`src/rtl/fpmul_pkg.sv`:
```
package fpmul_pkg;

    localparam int DEF_EXP_W  = 7;
    localparam int DEF_FRAC_W = 24;

    typedef enum logic [0:0] {
        ST_IDLE = 1'b0,
        ST_RUN  = 1'b1
    } ctl_state_e;

    typedef struct packed {
        logic guard;
        logic sticky;
    } round_bits_t;

    typedef struct packed {
        logic ovf;
        logic unf;
    } range_flags_t;

    // nearest-even increment decision
    function automatic logic round_inc(input logic lsb, input round_bits_t rb);
        return rb.guard & (rb.sticky | lsb);
    endfunction

endpackage

```
`src/rtl/fpmul_shiftadd.sv`:
```
module fpmul_shiftadd #(
    parameter int W = fpmul_pkg::DEF_FRAC_W
) (
    input  logic           clk,
    input  logic           rst,
    input  logic           load,
    input  logic [W-1:0]   a_i,
    input  logic [W-1:0]   b_i,
    output logic [2*W-1:0] prod_o,
    output logic           fin_o
);
    localparam int CNT_W = $clog2(W + 1);

    logic [W-1:0]     mcand_q;
    logic [W-1:0]     hi_q;
    logic [W-1:0]     lo_q;
    logic [CNT_W-1:0] left_q;
    logic             fin_q;
    logic [W:0]       sum;

    always_comb begin
        sum = {1'b0, hi_q} + (lo_q[0] ? {1'b0, mcand_q} : '0);
    end

    always_ff @(posedge clk) begin
        if (rst) begin
            mcand_q <= '0;
            hi_q    <= '0;
            lo_q    <= '0;
            left_q  <= '0;
            fin_q   <= 1'b0;
        end else begin
            fin_q <= 1'b0;
            if (load) begin
                mcand_q <= a_i;
                hi_q    <= '0;
                lo_q    <= b_i;
                left_q  <= CNT_W'(W);
            end else if (left_q != '0) begin
                hi_q   <= sum[W:1];
                lo_q   <= {sum[0], lo_q[W-1:1]};
                left_q <= left_q - CNT_W'(1);
                if (left_q == CNT_W'(1)) begin
                    fin_q <= 1'b1;
                end
            end
        end
    end

    assign prod_o = {hi_q, lo_q};
    assign fin_o  = fin_q;

    // the engine flags completion for a single cycle only
    assert_fin_pulse_R9: assert property (@(posedge clk) disable iff (rst)
        fin_q |=> !fin_q);

endmodule

```
`src/rtl/fpmul_normround.sv`:
```
module fpmul_normround
    import fpmul_pkg::*;
#(
    parameter int EXP_W = DEF_EXP_W,
    parameter int W     = DEF_FRAC_W
) (
    input  logic               sign_i,
    input  logic [EXP_W-1:0]   ea_i,
    input  logic [EXP_W-1:0]   eb_i,
    input  logic               zero_i,
    input  logic [2*W-1:0]     prod_i,
    output logic [EXP_W+W:0]   result_o,
    output range_flags_t       flags_o
);
    localparam int BIAS = 2 ** (EXP_W - 1);
    localparam int EMAX = 2 ** EXP_W - 1;
    localparam int SE_W = EXP_W + 3;
    localparam logic signed [SE_W-1:0] BIAS_S = SE_W'(BIAS);
    localparam logic signed [SE_W-1:0] EMAX_S = SE_W'(EMAX);
    localparam logic signed [SE_W-1:0] ONE_S  = SE_W'(1);

    logic signed [SE_W-1:0] e_sum;
    logic signed [SE_W-1:0] e_norm;
    logic signed [SE_W-1:0] e_fin;
    logic [W-1:0]           mant;
    logic [W-1:0]           mant_f;
    logic [W:0]             mr;
    round_bits_t            rb;
    logic                   inc;

    always_comb begin
        e_sum = $signed({3'b000, ea_i}) + $signed({3'b000, eb_i}) - BIAS_S;

        if (prod_i[2*W-1]) begin
            mant      = prod_i[2*W-1:W];
            rb.guard  = prod_i[W-1];
            rb.sticky = |prod_i[W-2:0];
            e_norm    = e_sum;
        end else begin
            mant      = prod_i[2*W-2:W-1];
            rb.guard  = prod_i[W-2];
            rb.sticky = |prod_i[W-3:0];
            e_norm    = e_sum - ONE_S;
        end

        inc = round_inc(mant[0], rb);
        mr  = {1'b0, mant} + {{W{1'b0}}, inc};

        if (mr[W]) begin
            mant_f = {1'b1, {(W-1){1'b0}}};
            e_fin  = e_norm + ONE_S;
        end else begin
            mant_f = mr[W-1:0];
            e_fin  = e_norm;
        end

        flags_o.ovf = !zero_i && (e_fin > EMAX_S);
        flags_o.unf = !zero_i && (e_fin < 0);

        if (zero_i || flags_o.unf) begin
            result_o = '0;
        end else if (flags_o.ovf) begin
            result_o = {sign_i, {EXP_W{1'b1}}, {W{1'b1}}};
        end else begin
            result_o = {sign_i, e_fin[EXP_W-1:0], mant_f};
        end
    end

endmodule

```
`src/rtl/fpmul_core.sv`:
```
module fpmul_core
    import fpmul_pkg::*;
#(
    parameter int EXP_W  = DEF_EXP_W,
    parameter int FRAC_W = DEF_FRAC_W
) (
    input  logic                        clk,
    input  logic                        rst,
    input  logic                        start,
    input  logic [EXP_W+FRAC_W:0]       opa,
    input  logic [EXP_W+FRAC_W:0]       opb,
    output logic [EXP_W+FRAC_W:0]       product,
    output logic                        done,
    output logic                        overflow,
    output logic                        underflow
);
    localparam int TOT_W = 1 + EXP_W + FRAC_W;

    ctl_state_e         state_q;
    logic               sign_q;
    logic [EXP_W-1:0]   ea_q;
    logic [EXP_W-1:0]   eb_q;
    logic               zero_q;
    logic [TOT_W-1:0]   product_q;
    range_flags_t       flags_q;
    logic               done_q;

    logic               accept;
    logic [2*FRAC_W-1:0] mul_prod;
    logic               mul_fin;
    logic [TOT_W-1:0]   nr_result;
    range_flags_t       nr_flags;

    assign accept = start && (state_q == ST_IDLE);

    fpmul_shiftadd #(.W(FRAC_W)) u_frac (
        .clk    (clk),
        .rst    (rst),
        .load   (accept),
        .a_i    (opa[FRAC_W-1:0]),
        .b_i    (opb[FRAC_W-1:0]),
        .prod_o (mul_prod),
        .fin_o  (mul_fin)
    );

    fpmul_normround #(.EXP_W(EXP_W), .W(FRAC_W)) u_norm (
        .sign_i   (sign_q),
        .ea_i     (ea_q),
        .eb_i     (eb_q),
        .zero_i   (zero_q),
        .prod_i   (mul_prod),
        .result_o (nr_result),
        .flags_o  (nr_flags)
    );

    always_ff @(posedge clk) begin
        if (rst) begin
            state_q   <= ST_IDLE;
            sign_q    <= 1'b0;
            ea_q      <= '0;
            eb_q      <= '0;
            zero_q    <= 1'b0;
            product_q <= '0;
            flags_q   <= '0;
            done_q    <= 1'b0;
        end else begin
            done_q <= 1'b0;
            case (state_q)
                ST_IDLE: begin
                    if (start) begin
                        sign_q  <= opa[TOT_W-1] ^ opb[TOT_W-1];
                        ea_q    <= opa[TOT_W-2:FRAC_W];
                        eb_q    <= opb[TOT_W-2:FRAC_W];
                        zero_q  <= (opa[FRAC_W-1:0] == '0) || (opb[FRAC_W-1:0] == '0);
                        state_q <= ST_RUN;
                    end
                end
                ST_RUN: begin
                    if (mul_fin) begin
                        product_q <= nr_result;
                        flags_q   <= nr_flags;
                        done_q    <= 1'b1;
                        state_q   <= ST_IDLE;
                    end
                end
                default: state_q <= ST_IDLE;
            endcase
        end
    end

    assign product   = product_q;
    assign done      = done_q;
    assign overflow  = flags_q.ovf;
    assign underflow = flags_q.unf;

    // completion is a single-cycle pulse
    assert_done_pulse_R9: assert property (@(posedge clk) disable iff (rst)
        done_q |=> !done_q);

    // outputs move only when the fraction engine finishes
    assert_hold_R10: assert property (@(posedge clk) disable iff (rst)
        !mul_fin |=> ($stable(product_q) && $stable(flags_q)));

    // never both range flags at once
    assert_flags_excl_R3: assert property (@(posedge clk) disable iff (rst)
        !(flags_q.ovf && flags_q.unf));

    // a zero operand gives a clean zero result
    assert_zero_result_R8: assert property (@(posedge clk) disable iff (rst)
        (state_q == ST_RUN && mul_fin && zero_q) |=>
            (product_q == '0 && !flags_q.ovf && !flags_q.unf));

    // every in-range non-zero result is normalized
    assert_normalized_R5: assert property (@(posedge clk) disable iff (rst)
        (done_q && !flags_q.ovf && !flags_q.unf && product_q != '0) |->
            product_q[FRAC_W-1]);

    // operand context is frozen while a multiply runs
    assert_busy_ignore_R11: assert property (@(posedge clk) disable iff (rst)
        (state_q == ST_RUN) |=> ($stable(sign_q) && $stable(ea_q) &&
                                 $stable(eb_q) && $stable(zero_q)));

endmodule

```
`config.mk`:
```
export PLATFORM = sky130hd
export DESIGN_NAME = fpmul_core
export DESIGN_NICKNAME = d
export VERILOG_FILES = /design/src/rtl/fpmul_pkg.sv /design/src/rtl/fpmul_shiftadd.sv /design/src/rtl/fpmul_normround.sv /design/src/rtl/fpmul_core.sv
export SDC_FILE = /design/constraint.sdc
export NUM_CORES = 1
export LEC_CHECK = 0
export ABC_AREA = 1
export BUFFER_PORTS_ARGS = -buffer_cell sky130_fd_sc_hd__buf_4
export CAP_MARGIN = 20
export CORE_ASPECT_RATIO = 1.2
export CORE_MARGIN = 5
export CORE_UTILIZATION = 29
export CTS_BUF_LIST = sky130_fd_sc_hd__clkbuf_4 sky130_fd_sc_hd__clkbuf_8 sky130_fd_sc_hd__clkbuf_16
export CTS_CLUSTER_SIZE = 20
export DETAILED_ROUTE_END_ITERATION = 10
export PLACE_DENSITY = 0.41
export SYNTH_ARGS = -nofsm -noshare
export SYNTH_HDL_FRONTEND = slang
export SYNTH_HIERARCHICAL = 1
export SYNTH_SLANG_ARGS = --single-unit
```
`constraint.sdc`:
```
create_clock -name clk -period 3.5 [get_ports clk]
set_input_delay 0.525 -clock clk [delete_from_list [all_inputs] [get_ports clk]]
set_output_delay 0.525 -clock clk [all_outputs]
set_load 0.1 [all_outputs]
```
==> metrics <==
grt met2 use=0.286; skew final=between 0.01 and 0.015 ns; GP Congestion=0.841; status=finished clean; Max-slew headroom=0.300; Slew Viols, Final=0; fin crit period=3.11 ns; crit end category=flop; Cell Area, Synth=~0.0092 mm2; final total power=roughly 5.3 mW; syn_area_per_cell=roughly 6.2 um2; clock group share of total power=0.361; NetSw=~2 mW; Startpoint Class=flop; Crit Path Max Fanout=31; n_diodes=0; met1 Resource Use GR=0.209; WL/cell=about 14 um; share of layout cells above drive strength 1=0.143; Final Hold Viols=0; GRT Max-Usage Layer=met2; Root Driver=clkbuf_16; vias=a little over 9000; largest net degree at the start of global routing=70; synthesis warning total=6; PortBufs=101; HP Class=in -> reg; H-tree Lvls=4; Area growth syn-to-layout=18.3%; area leader, netlist=dfxtp_1; die width=~170 um; sequential share of power=0.337; sequential area share after synthesis=0.282; met3 GRT Util=0.0248; Critical Path AT=3.47 ns; Overall Global Routing Usage=0.162; hpwl dp=21800 um; Synthesized Nets=approximately 1600; post-synth top area share=0.282; Max clock buf depth=2; Leak=around 5.4 nW; Top-Level Pins=roughly 100; chip height=roughly 210 um; maximum clock frequency=approximately 0.32 GHz; filler instances=around 3600; most common cell after layout, fill and taps aside=nand2_1; Clock Sinks=130; VDD IR-drop max=around 0.24 mV; worst r2r dst=product[21]; reg2reg path depth=19; die area=approximately 0.036 mm2; CTS tree=built; Main synth FF type=dfxtp_1; pwr/cell area=484 mW/mm2; hold_ws=0.312 ns; ys async rst share=0; ANT nets after route=0; clk_lat worst skew=around 0.43 ns; synth unique cells=47; slew of the pin with the lowest slew margin=approximately 1.0 ns; Internal Power=around 3.3 mW; Post-synth EDFFs=0; most frequent cells in the layout=nand2_1, inv_1, nor2_1; TNS Setup=0 ns; total grt overflow=0; Num CTS Buffers=17; sw frac=0.369; Max Cap Viol=0; antenna violations before repair=0; crit path to=product[21]; First-pass DRT Iterations=5; DRC=0; final setup fails=0; Via density=around 4.6; final period utilization=0.888; Net count, final=between 1500 and 2000; Critical Setup Path Class=reg -> reg; via count of the first global-routing pass=9087; Starting DRT DRC Count=approximately 400; Worst EP required=3.87 ns; RSZ-0062 raised after global routing=no; Row Count=71; Syn Inst Count=between 1000 and 1500; WL final=around 28000 um; synthesis-stage register bit count=130; clock slew at reported path FFs=~0.070 ns; initial core utilization=0.294; Reg2Reg Setup Slack=0.39 ns; Logic pwr share=0.302; crit path from=ea_q[1]; reg2reg start=ea_q[1]; first-pass GRT wire length=~47000 um; total core area=between 0.03 and 0.04 mm2; top area cells in the synthesized netlist=dfxtp_1, nand2_1, inv_1, nand3_1, nor2_1
-- sequential cells by signal (all words and copies together) (netlist names), 5 cells and up --
signal / flops
ea_q: 7
eb_q: 7
product: 32
u_frac/hi_q: 24
u_frac/left_q: 5
u_frac/lo_q: 24
u_frac/mcand_q: 24
-- worst max-delay path, stage by stage (launching register included) --
cell	delay [ns]
dfxtp_1	0.31
ha_1	0.29
ha_1	0.24
fa_2	0.46
inv_1	0.07
nand3_1	0.11
nor2_2	0.16
nand3_1	0.13
nor2_1	0.14
nand2_1	0.06
nand2_1	0.12
nand2_1	0.11
nor2_2	0.13
nand3_1	0.07
nand2_1	0.09
nand2_2	0.07
buf_8	0.20
a21oi_2	0.13
nand2_1	0.06
nand2_1	0.07
-- cells in the mapped netlist, types with 22 or more instances --
| cell | n |
|---|---|
| xor2_1 | 22 |
| dfxtp_1 | 130 |
| a31oi_1 | 26 |
| inv_1 | 190 |
| nand3_1 | 132 |
| a21oi_2 | 29 |
| o21ai_0 | 37 |
| ha_1 | 42 |
| a21oi_1 | 56 |
| nor2_1 | 143 |
| buf_2 | 23 |
| nand2_1 | 511 |
-- cells by family (layout without fill, tap and decap cells) --
| logic type | after synthesis | count (layout) | share of synthesized area |
|---|---|---|---|
| buf+inv | 250 | 343 | 0.119 |
| mux | 1 | 1 | 0.00108 |
| fa+ha+maj | 44 | 44 | 0.0612 |
| flops | 130 | 130 | 0.282 |
| xor+xnor | 29 | 29 | 0.0275 |
| simple gates | 850 | 850 | 0.392 |
| compound gates | 180 | 180 | 0.118 |
-- final cells by class --
class                           instances  area (um2)  share of cell area
Multi-Input combinational cell       1104        5570               0.509
Sequential cell                       130        2600               0.238
Timing Repair Buffer                  117         898              0.0822
Inverter                              194         741              0.0677
Tap cell                              401         502              0.0459
Clock buffer                           19         453              0.0414
Clock inverter                         13         174              0.0159
-- worst min path at each step --
stage                 start      end  slack [ns]  cells past startpoint
4_1_cts             opa[30]  ea_q[6]        0.29                      3
3_3_place_gp   u_frac/fin_o  state_q        0.45                      1
3_5_place_dp   u_frac/fin_o  state_q        0.45                      1
2_1_floorplan  u_frac/fin_o  state_q        0.43                      1
5_1_grt             opb[27]  eb_q[3]        0.30                      3
6_report            opa[30]  ea_q[6]        0.31                      3
-- timing repair --
action,CTS,global route
hold buffers,0,0
setup endpoints to repair,0,33
endpoints found under the hold margin,0,0
resized for setup,0,7
setup buffers,0,2
-- per-layer routing --
layer | part of all wire | vias to the layer above
met5 | 0 | -
met4 | 0.011 | 0
met3 | 0.028 | 18
met2 | 0.48 | 141
met1 | 0.48 | 4055
li1 | - | 4844
-- through the flow --
step,setup slack (ns),instance area [um2],instances,util
4_1_cts,0.177,10900,1976,0.347
6_report,0.392,10900,1978,0.348
3_5_place_dp,0.204,10300,1944,0.327
5_1_grt,0.0133,10900,1978,0.348
2_1_floorplan,0.707,9240,1484,-
3_3_place_gp,0.213,10300,1944,0.327
-- power groups by stage --
stage,Sequential (mW),Combinational [mW],Clock (mW)
after floorplan,1.75,1.26,0
after global placement,1.82,1.61,0
after detailed placement,1.82,1.60,0
after CTS,1.79,1.61,1.96
after global routing,1.81,1.83,2.02
final,1.78,1.60,1.91
Note: power is estimated with default switching activity, not from simulation.
